**src/rtl/tpg_pkg.sv**
```systemverilog
// Shared constants and mode encoding for the output test pattern generator.
// Assumes a 16-bit output word; the generator shapes are fixed by the requirements.
package tpg_pkg;
    localparam int DATA_W      = 16;
    localparam int MODE_W      = 3;
    localparam int LONG_LEN    = 23;
    localparam int LONG_TAP    = 18;
    localparam int SHORT_LEN   = 9;
    localparam int SHORT_TAP   = 5;

    typedef enum logic [MODE_W-1:0] {
        MODE_LIVE     = 3'd0,
        MODE_MID      = 3'd1,
        MODE_POS_FS   = 3'd2,
        MODE_NEG_FS   = 3'd3,
        MODE_CHECKER  = 3'd4,
        MODE_PN_LONG  = 3'd5,
        MODE_PN_SHORT = 3'd6,
        MODE_ONE_ZERO = 3'd7
    } tp_mode_e;
endpackage

```
**src/rtl/lfsr_word_gen.sv**
```systemverilog
// Fibonacci shift-register generator that makes WORD_W bits per sample.
// Polynomial x^STATE_W + x^TAP + 1. Seed is all ones; clr holds the seed.
// The word shown is the set of bits produced by advancing the current state.
// Assumes TAP < STATE_W.
module lfsr_word_gen #(
    parameter int STATE_W = 23,
    parameter int TAP     = 18,
    parameter int WORD_W  = 16
) (
    input  logic              clk,
    input  logic              rst_n,
    input  logic              clr,
    output logic [WORD_W-1:0] word_o
);
    localparam logic [STATE_W-1:0] SEED   = '1;
    localparam int                 FB_HI  = STATE_W - 1;
    localparam int                 FB_LO  = TAP - 1;

    logic [STATE_W-1:0] state_q;
    logic [STATE_W-1:0] state_nxt;
    logic [WORD_W-1:0]  word_nxt;

    // Unroll WORD_W single-bit steps from the current state
    always_comb begin
        logic [STATE_W-1:0] s;
        logic               fb;
        s        = state_q;
        word_nxt = '0;
        for (int i = 0; i < WORD_W; i++) begin
            fb       = s[FB_HI] ^ s[FB_LO];
            s        = {s[STATE_W-2:0], fb};
            word_nxt = {word_nxt[WORD_W-2:0], fb};
        end
        state_nxt = s;
    end

    // Hold the seed under reset or clear, otherwise advance one sample
    always_ff @(posedge clk) begin
        if (!rst_n || clr) begin
            state_q <= SEED;
        end else begin
            state_q <= state_nxt;
        end
    end

    assign word_o = word_nxt;
endmodule

```
**src/rtl/tpg_phase.sv**
```systemverilog
// Free-running alternation phase shared by both alternating patterns.
// Reset puts it in the first half; after that it flips on every sample.
module tpg_phase (
    input  logic clk,
    input  logic rst_n,
    output logic phase_o
);
    logic phase_q;

    // Flip on every sample, clear on reset
    always_ff @(posedge clk) begin
        if (!rst_n) begin
            phase_q <= 1'b0;
        end else begin
            phase_q <= ~phase_q;
        end
    end

    assign phase_o = phase_q;
endmodule

```
**src/rtl/tpg_select.sv**
```systemverilog
// Combinational choice of the next output word from the mode code.
// Assumes DATA_W is even so the checkerboard words are whole bit pairs.
module tpg_select
    import tpg_pkg::*;
#(
    parameter int DATA_W = 16
) (
    input  tp_mode_e          mode,
    input  logic [DATA_W-1:0] sample,
    input  logic              phase,
    input  logic [DATA_W-1:0] long_word,
    input  logic [DATA_W-1:0] short_word,
    output logic [DATA_W-1:0] word_o
);
    localparam logic [DATA_W-1:0] W_MID   = {1'b1, {(DATA_W-1){1'b0}}};
    localparam logic [DATA_W-1:0] W_ONES  = '1;
    localparam logic [DATA_W-1:0] W_ZERO  = '0;
    localparam logic [DATA_W-1:0] W_CHK_A = {(DATA_W/2){2'b10}};
    localparam logic [DATA_W-1:0] W_CHK_B = {(DATA_W/2){2'b01}};

    // Pick live data or the test word for this sample
    always_comb begin
        unique case (mode)
            MODE_LIVE:     word_o = sample;
            MODE_MID:      word_o = W_MID;
            MODE_POS_FS:   word_o = W_ONES;
            MODE_NEG_FS:   word_o = W_ZERO;
            MODE_CHECKER:  word_o = phase ? W_CHK_B : W_CHK_A;
            MODE_PN_LONG:  word_o = long_word;
            MODE_PN_SHORT: word_o = short_word;
            MODE_ONE_ZERO: word_o = phase ? W_ZERO : W_ONES;
            default:       word_o = sample;
        endcase
    end
endmodule

```
**src/rtl/adc_test_pattern_mux.sv**
```systemverilog
// Per-channel output test pattern source and multiplexer.
// Holds a long and a short pseudo-random generator (each with its own clear)
// and the alternation phase, and registers the selected word on each sample.
// Assumes one instance per channel; reset is synchronous and active low.
module adc_test_pattern_mux
    import tpg_pkg::*;
#(
    parameter int DATA_W = tpg_pkg::DATA_W
) (
    input  logic              clk,
    input  logic              rst_n,
    input  logic [DATA_W-1:0] sample_in,
    input  logic [2:0]        mode_sel,
    input  logic              pn_long_clr,
    input  logic              pn_short_clr,
    output logic [DATA_W-1:0] data_out
);
    logic [DATA_W-1:0] long_word;
    logic [DATA_W-1:0] short_word;
    logic [DATA_W-1:0] next_word;
    logic              phase;
    tp_mode_e          mode;

    assign mode = tp_mode_e'(mode_sel);

    lfsr_word_gen #(
        .STATE_W (LONG_LEN),
        .TAP     (LONG_TAP),
        .WORD_W  (DATA_W)
    ) i_pn_long (
        .clk    (clk),
        .rst_n  (rst_n),
        .clr    (pn_long_clr),
        .word_o (long_word)
    );

    lfsr_word_gen #(
        .STATE_W (SHORT_LEN),
        .TAP     (SHORT_TAP),
        .WORD_W  (DATA_W)
    ) i_pn_short (
        .clk    (clk),
        .rst_n  (rst_n),
        .clr    (pn_short_clr),
        .word_o (short_word)
    );

    tpg_phase i_phase (
        .clk     (clk),
        .rst_n   (rst_n),
        .phase_o (phase)
    );

    tpg_select #(
        .DATA_W (DATA_W)
    ) i_select (
        .mode       (mode),
        .sample     (sample_in),
        .phase      (phase),
        .long_word  (long_word),
        .short_word (short_word),
        .word_o     (next_word)
    );

    // Register the selected word onto the output bus
    always_ff @(posedge clk) begin
        if (!rst_n) begin
            data_out <= '0;
        end else begin
            data_out <= next_word;
        end
    end
endmodule

```
**config.mk**
```make
export PLATFORM = sky130hd
export DESIGN_NAME = adc_test_pattern_mux
export DESIGN_NICKNAME = d
export VERILOG_FILES = /design/src/rtl/tpg_pkg.sv /design/src/rtl/lfsr_word_gen.sv /design/src/rtl/tpg_phase.sv /design/src/rtl/tpg_select.sv /design/src/rtl/adc_test_pattern_mux.sv
export SDC_FILE = /design/constraint.sdc
export NUM_CORES = 1
export LEC_CHECK = 0
export ABC_AREA = 1
export BUFFER_PORTS_ARGS = -buffer_cell sky130_fd_sc_hd__buf_2
export CELL_PAD_IN_SITES_DETAIL_PLACEMENT = 1
export CELL_PAD_IN_SITES_GLOBAL_PLACEMENT = 1
export CORE_ASPECT_RATIO = 0.5
export CORE_MARGIN = 10
export CORE_UTILIZATION = 30
export CTS_CLUSTER_SIZE = 28
export DETAILED_ROUTE_END_ITERATION = 7
export GPL_TIMING_DRIVEN = 0
export PLACE_DENSITY = 0.68
export SYNTH_ARGS = -nofsm -noshare
export SYNTH_HDL_FRONTEND = slang
export SYNTH_HIERARCHICAL = 1
export SYNTH_SLANG_ARGS = --single-unit
```
**constraint.sdc**
```tcl
create_clock -name clk -period 1.31 [get_ports clk]
set_input_delay 0.1965 -clock clk [delete_from_list [all_inputs] [get_ports clk]]
set_output_delay 0.1965 -clock clk [all_outputs]
set_load 0.03 [all_outputs]
```
==> qor.txt <==
outcome - finished, violations left
failing checks - negative setup slack
post-synthesis mux area share - 0%
number of nets with antenna violations after routing - 0
CTS sink cnt - 49
Worst Path Arrival - 1730 ps
post-synthesis xor/xnor area fraction - 0%
post-route setup slack - -173 ps
Reg area - 0.00101 mm2
worst path required time - 1560 ps
Seq cells post-synth - 49
register area share after synthesis - 37.8%
initial antenna violation count - 0
Area contributors post-synth - dfxtp_1 38%, nand2_1 21%, inv_1 12%, nand3_1 8.1%, nand2_2 5.3%
drt pass-1 iters - 4
Power Dens Cells - 1340 mW/mm2
CTS tree - yes
post-synth top area cell - dfxtp_1
Net Count, Synth - 424
crit path capture type - flop
initial drt markers - 146
total CTS buffers - 5
Synth Cell Area - 0.00259 mm2
final WL - 9010 um
DRC Markers - 0
yosys warns - 6
post-synthesis compound-gate area fraction - 3.42%
setup TNS - -1050 ps
Syn Area/Cell - 6.47 um2
Area Overhead vs Synth - 39.1%
diode count - 0
clk root buf - clkbuf_16
Die H - 85.8 um
first-pass GRT wire length - 13600 um
leak pwr - 2.03 nW
port buffer count - 38
Post-Synth Simple-Gate Area - 42.3%
H-tree levels - 2
post-synth top area share - 37.8%
post-synthesis adder-cell area fraction - 0%
fillcell total - 1047
DP HPWL - 6190 um
Peak Freq - 674 MHz
final setup fails - 12
Fin. Hold Viols - 0
Hold Path Class - primary input to flop
vias per cell - 4.67
final net count - 492
vias in the first global route - 2692
clock slew at reported path FFs - 70 ps
Max Cap Violations - 0
Period minus WS final - 1480 ps
gr ovfl total - 0
layout cell share with drive strength beyond 1 - 38.7%
IO Pins - 39
post-layout util - 44.0%
Syn Inst Count - 401
DR vias - 2716
Final Slew Violations - 0
GRT Total Usage - 13.1%
Clock Latency Late Sink - 290 ps
die width - 152 um
Least-Margin Pin Slew - 665 ps
Worst VDD drop - 0.000566 V
largest family of logic cells by synthesized area - simple AND/OR/NAND/NOR gates
Slew HR - 55.5%
Final Power - 4.84 mW
RSZ-0062 raised after global routing - yes
Netlist cell types - 23
Setup CP Type - flop to flop
CTS Buffer Depth - 2
die area - 0.0130 mm2
Final Cycle Share - 113%
wire per inst - 15.5 um
Final Skew - 3.93 ps
gpl congestion - 0.838
crit path max fanout - 4
initial core utilization - 31.6%
Placeable Area - 0.00820 mm2
largest net degree at the start of global routing - 17
Startpoint Class - flop
Hold Slack - 149 ps
number of cell rows - 23
multi-input logic area - 0.00147 mm2
placed cells by master (no fill, tap or decap):
| cell type | Yosys | final |
|---|---|---|
| nand2_1 | 142 | 104 |
| inv_1 | 83 | 74 |
| buf_2 | 5 | 43 |
| dfxtp_1 | 49 | 40 |
| nand2_2 | 22 | 36 |
| nand3_1 | 42 | 33 |
| nand2_4 | 1 | 23 |
| buf_4 | 0 | 18 |
| nand4_1 | 18 | 18 |
| o21ai_1 | 10 | 13 |
| nand3_2 | 1 | 10 |
| buf_6 | 4 | 8 |
| dfxtp_4 | 0 | 7 |
| inv_2 | 4 | 6 |
| inv_4 | 1 | 6 |
| clkbuf_16 | 0 | 5 |
| nor2_4 | 4 | 4 |
| inv_6 | 0 | 3 |
| nor2_1 | 3 | 3 |
| buf_12 | 1 | 2 |
| nand2_8 | 0 | 2 |
| dfxtp_2 | 0 | 2 |
| o21ai_2 | 0 | 2 |
| clkinv_2 | 0 | 1 |
| clkinvlp_4 | 0 | 1 |
| nor2_2 | 1 | 1 |
| a21oi_2 | 1 | 1 |
| clkbuf_1 | 1 | 1 |
| nor3_4 | 1 | 1 |
| nor3_1 | 1 | 1 |
| a21oi_1 | 1 | 1 |
flip-flops by register name, indices dropped and copies added, names as in the netlist:
name                flops
i_pn_short/state_q      9
i_pn_long/state_q      23
i_phase/phase_o         1
data_out               16
Yosys cell counts, drive strengths merged:
cell    instances
a21oi           2
buf            10
clkbuf          1
dfxtp          49
inv            88
nand2         165
nand3          43
nand4          18
nor2            8
nor3            2
o21ai          15
per-layer routing:
layer	vias to the layer above	track usage (%)	wire, um
met5	-	0	0
met4	0	2.24	210
met3	16	3.20	406
met2	60	21.6	4290
met1	1282	17.2	4100
li1	1358	-	-
stage by stage:
| stage | setup slack, ps | instance area, um2 | cells |
|---|---|---|---|
| 3_5_place_dp | -231 | 2930 | 551 |
| 6_report | -173 | 3610 | 582 |
| 3_3_place_gp | -219 | 2930 | 551 |
| 4_1_cts | -104 | 3330 | 576 |
| 5_1_grt | -292 | 3610 | 582 |
| 2_1_floorplan | 57.7 | 2590 | 401 |
timing repair:
item	CTS	global route
hold buffers	0	0
resized for setup	56	62
pin swaps	28	26
endpoints found under the setup margin	11	16
setup buffers	17	7
power by group:
| part | switching, mW | leakage (nW) | total (mW) | internal [mW] |
|---|---|---|---|---|
| Sequential | 0.111 | 0.404 | 1.73 | 1.62 |
| Combinational | 1.09 | 1.55 | 1.79 | 0.701 |
| Clock | 0.602 | 0.0702 | 1.31 | 0.712 |
| Total | 1.81 | 2.03 | 4.84 | 3.03 |
worst max-delay path, stage by stage, from the launching register on:
cell and delay (ps):
dfxtp_4 400, inv_4 50, nand2_4 80, nand3_2 100
nand2_2 120, nand2_2 80, nand2_1 80, nand4_1 160
o21ai_1 150, inv_1 70, nand3_2 60, nand2_2 50
inv_2 30
final timing paths:
kind	start	to	slack, ps	cells after the start
worst max-delay path	i_pn_short/state_q[3]	data_out[4]	-170	12
worst min-delay path	pn_long_clr	i_pn_long/state_q[4]	150	3
worst max register to register	i_pn_short/state_q[3]	data_out[4]	-170	12
worst min register to register	i_pn_long/state_q[1]	i_pn_long/state_q[17]	420	2
final cells by class:
class                      count  area share [%]
tap                          112            3.88
timing repair buffer          61            10.8
multi-input combinational    253            40.8
clock buffer                   5            3.47
sequential                    49            28.0
clock inverter                 3           0.589
inverter                      88            9.85
buffer                        11            2.60
logic make-up (layout without fill, tap and decap cells):
logic type | after synthesis | in the layout
buf+inv | 99 | 168
flops | 49 | 49
compound gates | 17 | 17
simple gates | 236 | 236
No activity file was read; power rests on OpenSTA's default activity.
